<file path="src/rtl/dprc_pkg.sv">
package dprc_pkg;
  localparam int DW = 32;
  localparam int AW = 2;
  localparam logic [AW-1:0] ADDR_CTRL = 2'd0;
  localparam logic [AW-1:0] ADDR_STAT = 2'd1;
  // control field positions
  localparam int C_KEEP  = 0;
  localparam int C_PULSE = 1;
  localparam int C_HOLD  = 2;
  // status field positions
  localparam int S_PD    = 0;
  localparam int S_PDSTK = 1;
  localparam int S_RST   = 2;
  localparam int S_RSTK  = 3;
endpackage

</file>
<file path="src/rtl/dprc_ctrl.sv">
module dprc_ctrl #(
  parameter int PULSE_LEN = 4
) (
  input  logic clk,
  input  logic por_n,
  input  logic wr_en,
  input  logic wr_keep,
  input  logic wr_pulse,
  input  logic wr_hold,
  output logic no_pwrdn,
  output logic hold_bit,
  output logic rst_req
);
  localparam int CW = $clog2(PULSE_LEN + 1);

  logic [CW-1:0] pcnt;

  // keep-power and hold: cleared only by power-on reset
  always_ff @(posedge clk or negedge por_n) begin
    if (!por_n) begin
      no_pwrdn <= 1'b0;
      hold_bit <= 1'b0;
    end else if (wr_en) begin
      no_pwrdn <= wr_keep;
      hold_bit <= wr_hold;
    end
  end

  // pulse length counter, reloaded by every pulse write
  always_ff @(posedge clk or negedge por_n) begin
    if (!por_n)
      pcnt <= '0;
    else if (wr_en && wr_pulse)
      pcnt <= CW'(PULSE_LEN);
    else if (pcnt != '0)
      pcnt <= pcnt - 1'b1;
  end

  assign rst_req = (pcnt != '0);

  AST_PULSE_START: assert property (@(posedge clk) disable iff (!por_n)
    (wr_en && wr_pulse) |=> rst_req) else $error("pulse not started");
  AST_KEEP_STABLE: assert property (@(posedge clk) disable iff (!por_n)
    !wr_en |=> $stable(no_pwrdn) && $stable(hold_bit)) else $error("control moved");
endmodule

</file>
<file path="src/rtl/dprc_status.sv">
module dprc_status (
  input  logic clk,
  input  logic por_n,
  input  logic warm_rst_n,
  input  logic pd_off,
  input  logic hold_bit,
  input  logic rd_clr,
  output logic core_hold_rst,
  output logic sticky_pd,
  output logic sticky_rst
);
  logic pd_q;
  logic hold_lat;
  logic pd_rise;

  assign pd_rise = pd_off & ~pd_q;

  always_ff @(posedge clk or negedge por_n) begin
    if (!por_n) begin
      pd_q       <= 1'b0;
      hold_lat   <= 1'b0;
      sticky_pd  <= 1'b0;
      sticky_rst <= 1'b1;
    end else begin
      pd_q       <= pd_off;
      hold_lat   <= (~warm_rst_n | hold_lat) & hold_bit;
      sticky_pd  <= pd_rise | (sticky_pd & ~rd_clr);
      sticky_rst <= ~warm_rst_n | (sticky_rst & ~rd_clr);
    end
  end

  assign core_hold_rst = ~por_n | ~warm_rst_n | (hold_lat & hold_bit);

  AST_HOLD_EXTEND: assert property (@(posedge clk) disable iff (!por_n)
    ($rose(warm_rst_n) && hold_bit && $past(hold_bit)) |-> core_hold_rst)
    else $error("hold not extended");
  AST_PD_STICKY: assert property (@(posedge clk) disable iff (!por_n)
    $rose(pd_off) |=> sticky_pd) else $error("pd event lost");
  AST_RST_CLEAR: assert property (@(posedge clk) disable iff (!por_n)
    (rd_clr && warm_rst_n) |=> !sticky_rst) else $error("sticky reset not cleared");
  AST_RST_WINS: assert property (@(posedge clk) disable iff (!por_n)
    !warm_rst_n |=> sticky_rst) else $error("reset event lost");
endmodule

</file>
<file path="src/rtl/dbg_pwr_rst_ctrl.sv">
module dbg_pwr_rst_ctrl
  import dprc_pkg::*;
#(
  parameter int PULSE_LEN = 4
) (
  input  logic          clk,
  input  logic          por_n,
  input  logic          warm_rst_n,
  input  logic          pd_off,
  input  logic          reg_valid,
  input  logic          reg_write,
  input  logic [AW-1:0] reg_addr,
  input  logic [DW-1:0] reg_wdata,
  output logic [DW-1:0] reg_rdata,
  output logic          rst_req,
  output logic          no_pwrdn,
  output logic          core_hold_rst
);
  logic wr_ctrl, rd_ctrl, rd_stat;
  logic hold_bit, sticky_pd, sticky_rst;

  assign wr_ctrl = reg_valid &  reg_write & (reg_addr == ADDR_CTRL);
  assign rd_ctrl = reg_valid & ~reg_write & (reg_addr == ADDR_CTRL);
  assign rd_stat = reg_valid & ~reg_write & (reg_addr == ADDR_STAT);

  dprc_ctrl #(.PULSE_LEN(PULSE_LEN)) u_ctrl (
    .clk      (clk),
    .por_n    (por_n),
    .wr_en    (wr_ctrl),
    .wr_keep  (reg_wdata[C_KEEP]),
    .wr_pulse (reg_wdata[C_PULSE]),
    .wr_hold  (reg_wdata[C_HOLD]),
    .no_pwrdn (no_pwrdn),
    .hold_bit (hold_bit),
    .rst_req  (rst_req)
  );

  dprc_status u_stat (
    .clk           (clk),
    .por_n         (por_n),
    .warm_rst_n    (warm_rst_n),
    .pd_off        (pd_off),
    .hold_bit      (hold_bit),
    .rd_clr        (rd_stat),
    .core_hold_rst (core_hold_rst),
    .sticky_pd     (sticky_pd),
    .sticky_rst    (sticky_rst)
  );

  always_comb begin
    reg_rdata = '0;
    if (rd_ctrl) begin
      reg_rdata[C_KEEP] = no_pwrdn;
      reg_rdata[C_HOLD] = hold_bit;
    end else if (rd_stat) begin
      reg_rdata[S_PD]    = pd_off;
      reg_rdata[S_PDSTK] = sticky_pd;
      reg_rdata[S_RST]   = core_hold_rst;
      reg_rdata[S_RSTK]  = sticky_rst;
    end
  end

  AST_RSVD_ZERO: assert property (@(posedge clk) disable iff (!por_n)
    reg_rdata[DW-1:4] == '0) else $error("reserved bits set");
  AST_NOPD_FOLLOW: assert property (@(posedge clk) disable iff (!por_n)
    wr_ctrl |=> no_pwrdn == $past(reg_wdata[C_KEEP])) else $error("keep-power mismatch");
endmodule

</file>
<file path="config.mk">
export PLATFORM = sky130hd
export DESIGN_NAME = dbg_pwr_rst_ctrl
export DESIGN_NICKNAME = d
export VERILOG_FILES = /design/src/rtl/dprc_pkg.sv /design/src/rtl/dprc_ctrl.sv /design/src/rtl/dprc_status.sv /design/src/rtl/dbg_pwr_rst_ctrl.sv
export SDC_FILE = /design/constraint.sdc
export NUM_CORES = 1
export LEC_CHECK = 0
export ABC_CLOCK_PERIOD_IN_PS = 1380
export BUFFER_PORTS_ARGS = -buffer_cell sky130_fd_sc_hd__buf_4
export CAP_MARGIN = 15
export CORE_ASPECT_RATIO = 1.2
export CORE_UTILIZATION = 33
export CTS_CLUSTER_SIZE = 40
export DETAILED_ROUTE_END_ITERATION = 6
export HOLD_SLACK_MARGIN = 0.15
export PLACE_DENSITY = 0.77
export REMOVE_ABC_BUFFERS = 1
export SYNTH_ARGS = -nofsm -noshare
export SYNTH_HDL_FRONTEND = slang
export SYNTH_HIERARCHICAL = 1
export SYNTH_SLANG_ARGS = --single-unit
</file>
<file path="constraint.sdc">
create_clock -name clk -period 1.38 [get_ports clk]
set_input_delay 0.069 -clock clk [delete_from_list [all_inputs] [get_ports clk]]
set_output_delay 0.069 -clock clk [all_outputs]
set_load 0.02 [all_outputs]
</file>
======== Word level (Yosys, flattened, before mapping) ========
Index checks and enable logic that the tools add are counted.
W data, S select, Z words.
word-level totals
  register bits after elaboration ......... 9
  bits of input ports ..................... 40
  output and inout bits ................... 35
cells by class
  add/subtract/negate cells ............... 1
  equal/unequal tests ..................... 1
  multiplexer cells ....................... 7
  bitwise operators ....................... 20
  reductions and logical operators ........ 4
operator list
  kind                   number
  $and A1 B1 Y1          10
  $mux W3                2
  $not A1 Y1             5
  $or A1 B1 Y1           5
  $mux W1                4
  $mux W4                1
  $reduce_bool A3 Y1     1
  $sub A3 B1 Y3 const B  1
  $eq A2 B1 Y1 const B   1
  $logic_not A2 Y1       1
  $reduce_bool A2 Y1     1
  $logic_and A1 B1 Y1    1

======== Longest topological paths before layout ========
Gate-level depths: netlist of the first run.
  word-level depth ........................ 6
  mapped depth ............................ 5
  mapped depth without buffers ............ 5

======== Cells and area by module ========
Netlist of the first run, hierarchy kept.
by module, submodules not included
  module            times used  cells each  area each (µm²)  sequential area each (µm²)
  dbg_pwr_rst_ctrl  1           39          284.0            0.0
  dprc_ctrl         1           19          250.2            125.1
  dprc_status       1           13          143.9            101.3

======== Worst setup path before layout of the first run ========
Ideal clock, no wire load.
  path type ............................... register to register
  start ................................... reg u_ctrl.pcnt[0]
  end ..................................... reg u_ctrl.pcnt[2]
  library setup time ...................... 0.126 ns
  arrival ................................. 0.971 ns
  data required time ...................... 1.254 ns
  setup slack ............................. 0.283 ns
  stages on the path, launching flop included .. 5
  path buffers ............................ 0
  period minus slack after synthesis ...... 1.097 ns
  path through ............................ dfrtp_1 inv_1 ha_1 nor2_1 a221o_1
on the way
  longest elaborated chain between the ends .. 3
  elaborated cells on any way between the ends .. 5
  those cells by class .................... 1 x add/sub; 2 x mux; 2 x reduce/logical
ends and longest elaborated chain
  item                    line             text
  from (decl)             dprc_ctrl.sv:16  logic [CW-1:0] pcnt;
  from (signal assigned)  dprc_ctrl.sv:34  pcnt <= CW'(PULSE_LEN);
  from (signal assigned)  dprc_ctrl.sv:36  pcnt <= pcnt - 1'b1;
  $sub A3 B1 Y3           dprc_ctrl.sv:36
  $mux W3                 dprc_ctrl.sv:35  else if (pcnt != '0)
  $mux W3                 dprc_ctrl.sv:33  else if (wr_en && wr_pulse)
Parallel ways exist; a longest one is shown, timed or not. The select of a mux whose other input is x is not followed.
A chain may end at the register's enable or synchronous reset.

======== Worst setup path in the final report of the first run ========
  start ................................... in por_n
  end ..................................... out reg_rdata[2]
on the way
  longest elaborated chain between the ends .. 5
ends and longest elaborated chain
  item                       line                    text
  from (decl)                dbg_pwr_rst_ctrl.sv:7   input logic por_n,
  $not A1 Y1                 dprc_status.sv:32       assign core_hold_rst = ~por_n | ~warm_rst_n | (hold_lat & hold_bit);
  $or A1 B1 Y1 (2 in a row)  dprc_status.sv:32
  $mux W4                    dbg_pwr_rst_ctrl.sv:55  end else if (rd_stat) begin
  $mux W1                    dbg_pwr_rst_ctrl.sv:52  if (rd_ctrl) begin
  to (decl)                  dbg_pwr_rst_ctrl.sv:14  output logic [DW-1:0] reg_rdata,
Every way passes these cells.

==> impl_metrics.env, run 1 <==
export IMPL_outcome="complete, but fails checks"
export IMPL_grt_overflow_total=0
export IMPL_comb_power_share=0.456
export IMPL_grt_usage=0.1064
export IMPL_initialDrtViolationCount=11
export IMPL_setup_violations=0
export IMPL_hold_viol_final=0
export IMPL_final_common_cell="conb_1"
export IMPL_synth_distinct_cells=24
export IMPL_avgSynthCellArea_um2=9.551
export IMPL_slew_violations=0
export IMPL_critPathLaunchType="input port"
export IMPL_cp_max_fo=10
export IMPL_antenna_cells=0
export IMPL_grt_pass1_wl_um=1683
export IMPL_violations="design-rule violations"
export IMPL_crit_family="buffers and inverters"
export IMPL_cp_required_ns=1.31
export IMPL_grt_max_degree=11
export IMPL_totalPowerFinal_mw=1.069
export IMPL_avgRoutedWirePerCell_um=8.744
export IMPL_cp_end_kind="output pin"
export IMPL_io_pins=75
export IMPL_port_buffers=17
export IMPL_drv_cap=0
export IMPL_place_area_um2=728.2
export IMPL_fin_setup_tns_ns=0
export IMPL_worstPathCellList="dlygate4sd3_1 -> buf_6 -> nand3_1 -> mux2i_1 -> nor2_1 -> buf_4"
export IMPL_cp_arrival_ns=1.21
export IMPL_cp_num_buf_inv=3
export IMPL_dp_hpwl_um=818
export IMPL_die_h_um=51.66
export IMPL_yosysWarnings=6
export IMPL_slowest_delay_ns=0.54
export IMPL_gp_congestion=0.7397
export IMPL_fin_crit_sh=0.9295
export IMPL_power_density_mw_per_mm2=1306
export IMPL_via_count=475
export IMPL_power_leakage_nw=0.4487
export IMPL_hp_class="in2async"
export IMPL_min_period_ns=1.283
export IMPL_yosys_top_cells_area="buf_4 (31%), dfrtp_1 (30%), dfstp_2 (3.9%)"
export IMPL_fmax_mhz=779.6
export IMPL_finClkSkew_ns=0.009348
export IMPL_drive_gt1_frac=0.2653
export IMPL_synth_area_leader_cell="buf_4"
export IMPL_seq_power_share=0.356
export IMPL_syn_to_final_growth_pct=20.66
export IMPL_remaining_drc_errors=8
export IMPL_die_area_mm2=0.002241
export IMPL_initial_core_util=0.3582
export IMPL_layoutNonFillerInstCount=117
export IMPL_cts_buffer_depth=2
export IMPL_num_rows=17
export IMPL_layout_common_cells="conb_1 (28), buf_4 (17), dfrtp_1 (8)"
export IMPL_fp_dieW_um=43.38
export IMPL_critPathKind="in2out"
export IMPL_drt_vias_per_instance=4.060
export IMPL_dp_cells=107
export IMPL_ant_nets=0
export IMPL_post_cts_setup_buffers=0
export IMPL_htreeDepth=1
export IMPL_p_sw_frac=0.3714
export IMPL_cts_buffers=3
export IMPL_wirelength_um=1023
export IMPL_ys_seq_area_frac=0.3339
export IMPL_clock_sinks=9
export IMPL_syn_instance_count=71
export IMPL_grt_antenna_before_repair=0
export IMPL_first_global_vias=413
export IMPL_critPathSlowestCell="dlygate4sd3_1"
export IMPL_p_sw_mw=0.3970
export IMPL_internal_power_mw=0.6720
export IMPL_synth_area_um2=678.2
export IMPL_synth_seq_cells=9
export IMPL_drtPass1Iterations=5
export IMPL_root_buffer="clkbuf_4"
export IMPL_clk_pin_slew_ns=0.06
export IMPL_cts_tree="built"
export IMPL_synth_top_cell_area_share=0.3100
export IMPL_fin_area_um2=818.3
export IMPL_fin_nets=141
export IMPL_clk_latency_ns=0.26
export IMPL_rsz0062_at_grt="false"
export IMPL_vdd_drop_max_mv=0.7753
export IMPL_core_area_mm2=0.001893
export IMPL_pwr_share_clk=0.188
## routing by layer
layer	up-vias	global-route usage	share of wire
li1	227	-	-
met1	213	0.09544	0.37
met2	33	0.1894	0.54
met3	2	0.06250	0.086
met4	0	0.04688	0.011
met5	-	0	0
## worst paths after layout
check / start / endpoint / slack [ns] / depth (start not counted)
worst max-delay path: por_n / reg_rdata[2] / 0.1 / 6
worst min-delay path: por_n / u_stat/pd_q / 0.16 / 2
worst max register to register: u_ctrl/pcnt[0] / u_ctrl/pcnt[2] / 0.25 / 4
worst min register to register: u_stat/pd_q / u_stat/sticky_pd / 0.43 / 1
max in group asynchronous: por_n / u_stat/sticky_rst / 1.01 / 2
min in group clk: reg_addr[1] / u_ctrl/no_pwrdn / 0.21 / 3
## power groups by stage
stage	Clock [mW]	Sequential (mW)	Combinational, mW
global route	0.235	0.388	0.543
detailed placement	0	0.385	0.479
global placement	0	0.382	0.453
CTS	0.211	0.381	0.494
floorplan	0	0.383	0.356
finish	0.201	0.381	0.487
## stage by stage
stage,setup slack (ns),util,hold slack [ns]
floorplan,0.2830,-,-0.2266
global placement,0.2729,0.3847,-0.1016
detailed placement,0.2339,0.3847,-0.09918
CTS,0.07031,0.4303,0.1590
global route,0.01626,0.4323,0.1521
finish,0.09732,0.4323,0.1630
## state kept, by name (all words and copies together) (netlist names)
register           cells
u_ctrl/no_pwrdn        1
u_stat/hold_lat        1
u_ctrl/pcnt            3
u_stat/sticky_rst      1
u_ctrl/hold_bit        1
u_stat/sticky_pd       1
u_stat/pd_q            1
## synth_stat cells, drive strengths merged
master	instances
mux2i	2
a21oi	1
a21boi	1
inv	6
dfrtp	8
o21ai	1
o22ai	1
nand2	2
conb	1
nor3	1
dfstp	1
xnor2	1
and4bb	1
buf	28
ha	2
mux2	2
nand3	1
nand2b	1
nor2b	1
a221oi	1
and2	2
or3b	1
a221o	1
nor2	4
## area by class of cell
type                    count  area, µm²
well taps                  19      23.77
fillers                   187       1075
repair buffers             24      198.9
inverters                   6      22.52
clock buffers               4      26.28
multi-input cells          55      320.3
flip-flops and latches      9      226.5
## kinds of logic (layout without fill, tap and decap cells)
kind of cell             after synthesis  in the layout  share of synthesized area
AO/OA/AOI/OAI                          6              6                    0.07749
XOR/XNOR                               1              1                    0.01292
adder cells (fa/ha/maj)                2              2                    0.03689
buffers and inverters                 34             34                     0.3432
flip-flops                             9              9                     0.3340
multiplexers                           4              4                    0.06273
other                                  1             28                   0.005530
AND/OR/NAND/NOR                       14             14                     0.1273
## what timing repair did
item                                    in CTS  in global routing
resized for setup                            0                  1
endpoints found under the hold margin       18                  0
endpoints found under the setup margin       0                  1
hold buffers                                 6                  0
Note: power is estimated with default switching activity, not from simulation.
==> run 2: changes to the inputs <==
MAX_ROUTING_LAYER = met4   (was unset)
==> impl_metrics.env, run 2 (synthesis gave the netlist of run 1 again) <==
export IMPL_outcome="complete, but fails checks"
export IMPL_violations="design-rule violations"
export IMPL_cts_buffers=3
export IMPL_antenna_cells=0
export IMPL_ant_nets=0
export IMPL_initial_core_util=0.3582
export IMPL_cp_arrival_ns=1.21
export IMPL_n_fill_cell=187
export IMPL_post_cts_setup_buffers=0
export IMPL_gp_congestion=0.7489
export IMPL_cp_end_kind="output pin"
export IMPL_fin_crit_sh=0.9294
export IMPL_fin_nets=141
export IMPL_setup_violations=0
export IMPL_drt_vias_per_instance=4.060
export IMPL_drv_cap=0
export IMPL_remaining_drc_errors=8
export IMPL_vdd_drop_max_mv=0.7770
export IMPL_min_period_ns=1.283
export IMPL_fin_setup_tns_ns=0
export IMPL_hp_class="in2async"
export IMPL_cts_tree="built"
export IMPL_wirelength_um=1021
export IMPL_cp_required_ns=1.31
export IMPL_core_area_mm2=0.001893
export IMPL_htreeDepth=1
export IMPL_drive_gt1_frac=0.2653
export IMPL_layout_common_cells="conb_1 (28), buf_4 (17), dfrtp_1 (8)"
export IMPL_totalPowerFinal_mw=1.069
export IMPL_fmax_mhz=779.6
export IMPL_rsz0062_at_grt="false"
export IMPL_grt_antenna_before_repair=0
export IMPL_largest_register_ffs=3
export IMPL_initialDrtViolationCount=11
export IMPL_critPathLaunchType="input port"
export IMPL_hold_viol_final=0
export IMPL_power_density_mw_per_mm2=1307
export IMPL_root_buffer="clkbuf_4"
export IMPL_final_common_cell="conb_1"
export IMPL_finClkSkew_ns=0.009370
export IMPL_fp_dieW_um=43.38
export IMPL_top_register="u_ctrl/pcnt"
export IMPL_dp_hpwl_um=818
export IMPL_cts_buffer_depth=2
export IMPL_port_buffers=17
export IMPL_fin_hold_ws_ns=0.1615
export IMPL_die_area_mm2=0.002241
export IMPL_cp_max_fo=10
export IMPL_grt_pass1_wl_um=1683
export IMPL_io_pins=75
export IMPL_finish_utilization=0.4323
export IMPL_grt_overflow_total=0
export IMPL_critPathKind="in2out"
export IMPL_grt_max_degree=11
export IMPL_num_rows=17
export IMPL_grt_usage=0.1092
export IMPL_via_count=475
export IMPL_avgRoutedWirePerCell_um=8.726
export IMPL_slew_violations=0
export IMPL_first_global_vias=414
export IMPL_syn_to_final_growth_pct=20.66
export IMPL_die_h_um=51.66
export IMPL_power_leakage_nw=0.4487
export IMPL_clock_sinks=9
export IMPL_clk_pin_slew_ns=0.06
export IMPL_clk_latency_ns=0.26
export IMPL_drtPass1Iterations=5
[run 2: cell counts in the layout (fill, tap and decap cells not counted)]
No cell type changed its count.
[run 2: layer usage]
metal,vias to the layer above,share of wire,global-route usage
met3,2,0.086,0.06250
met1,213,0.37,0.09544
li1,227,-,-
met4,0,0.011,0.04688
met2,33,0.54,0.1894
met5,-,0,-
[run 2: cell type report]
| class | instances | area [µm²] | area share |
|---|---|---|---|
| inverters | 6 | 22.52 | 0.02752 |
| multi-input cells | 55 | 320.3 | 0.3914 |
| clock buffers | 4 | 26.28 | 0.03211 |
| repair buffers | 24 | 198.9 | 0.2431 |
| flip-flops and latches | 9 | 226.5 | 0.2768 |
| well taps | 19 | 23.77 | 0.02905 |
[run 2: repair_timing]
item                                   in CTS  in global routing
setup endpoints to repair                   0                  1
hold buffers                                6                  0
endpoints found under the hold margin      18                  0
gates resized for setup                     0                  1
[run 2: worst max-delay path: stages]
cell and delay [ns]:
dlygate4sd3_1 0.54, buf_6 0.15, nand3_1 0.11, mux2i_1 0.14, nor2_1 0.05, buf_4 0.15
[run 2: worst paths after layout]
kind                                 from           endpoint  slack [ns]  cells past startpoint
max                                 por_n       reg_rdata[2]         0.1                      6
min                                 por_n        u_stat/pd_q        0.16                      2
max reg2reg                u_ctrl/pcnt[0]     u_ctrl/pcnt[2]        0.25                      4
min reg2reg                   u_stat/pd_q   u_stat/sticky_pd        0.43                      1
max in group asynchronous           por_n  u_stat/sticky_rst        1.02                      2
min in group clk              reg_addr[1]    u_ctrl/no_pwrdn        0.20                      3
[run 2: per-stage QoR]
stage,setup slack (ns),std cells,area (µm²)
6_report,0.09737,117,818.3
5_1_grt,0.01626,117,818.3
4_1_cts,0.07031,117,814.5
3_5_place_dp,0.2339,107,728.2
3_3_place_gp,0.2729,107,728.2
2_1_floorplan,0.2830,70,569.3
[run 2: power breakdown]
group	switching (mW)	internal, mW	leakage (nW)
Clock	0.0906	0.111	0.0150
Combinational	0.264	0.223	0.330
Sequential	0.0425	0.338	0.104
Total	0.397	0.672	0.449
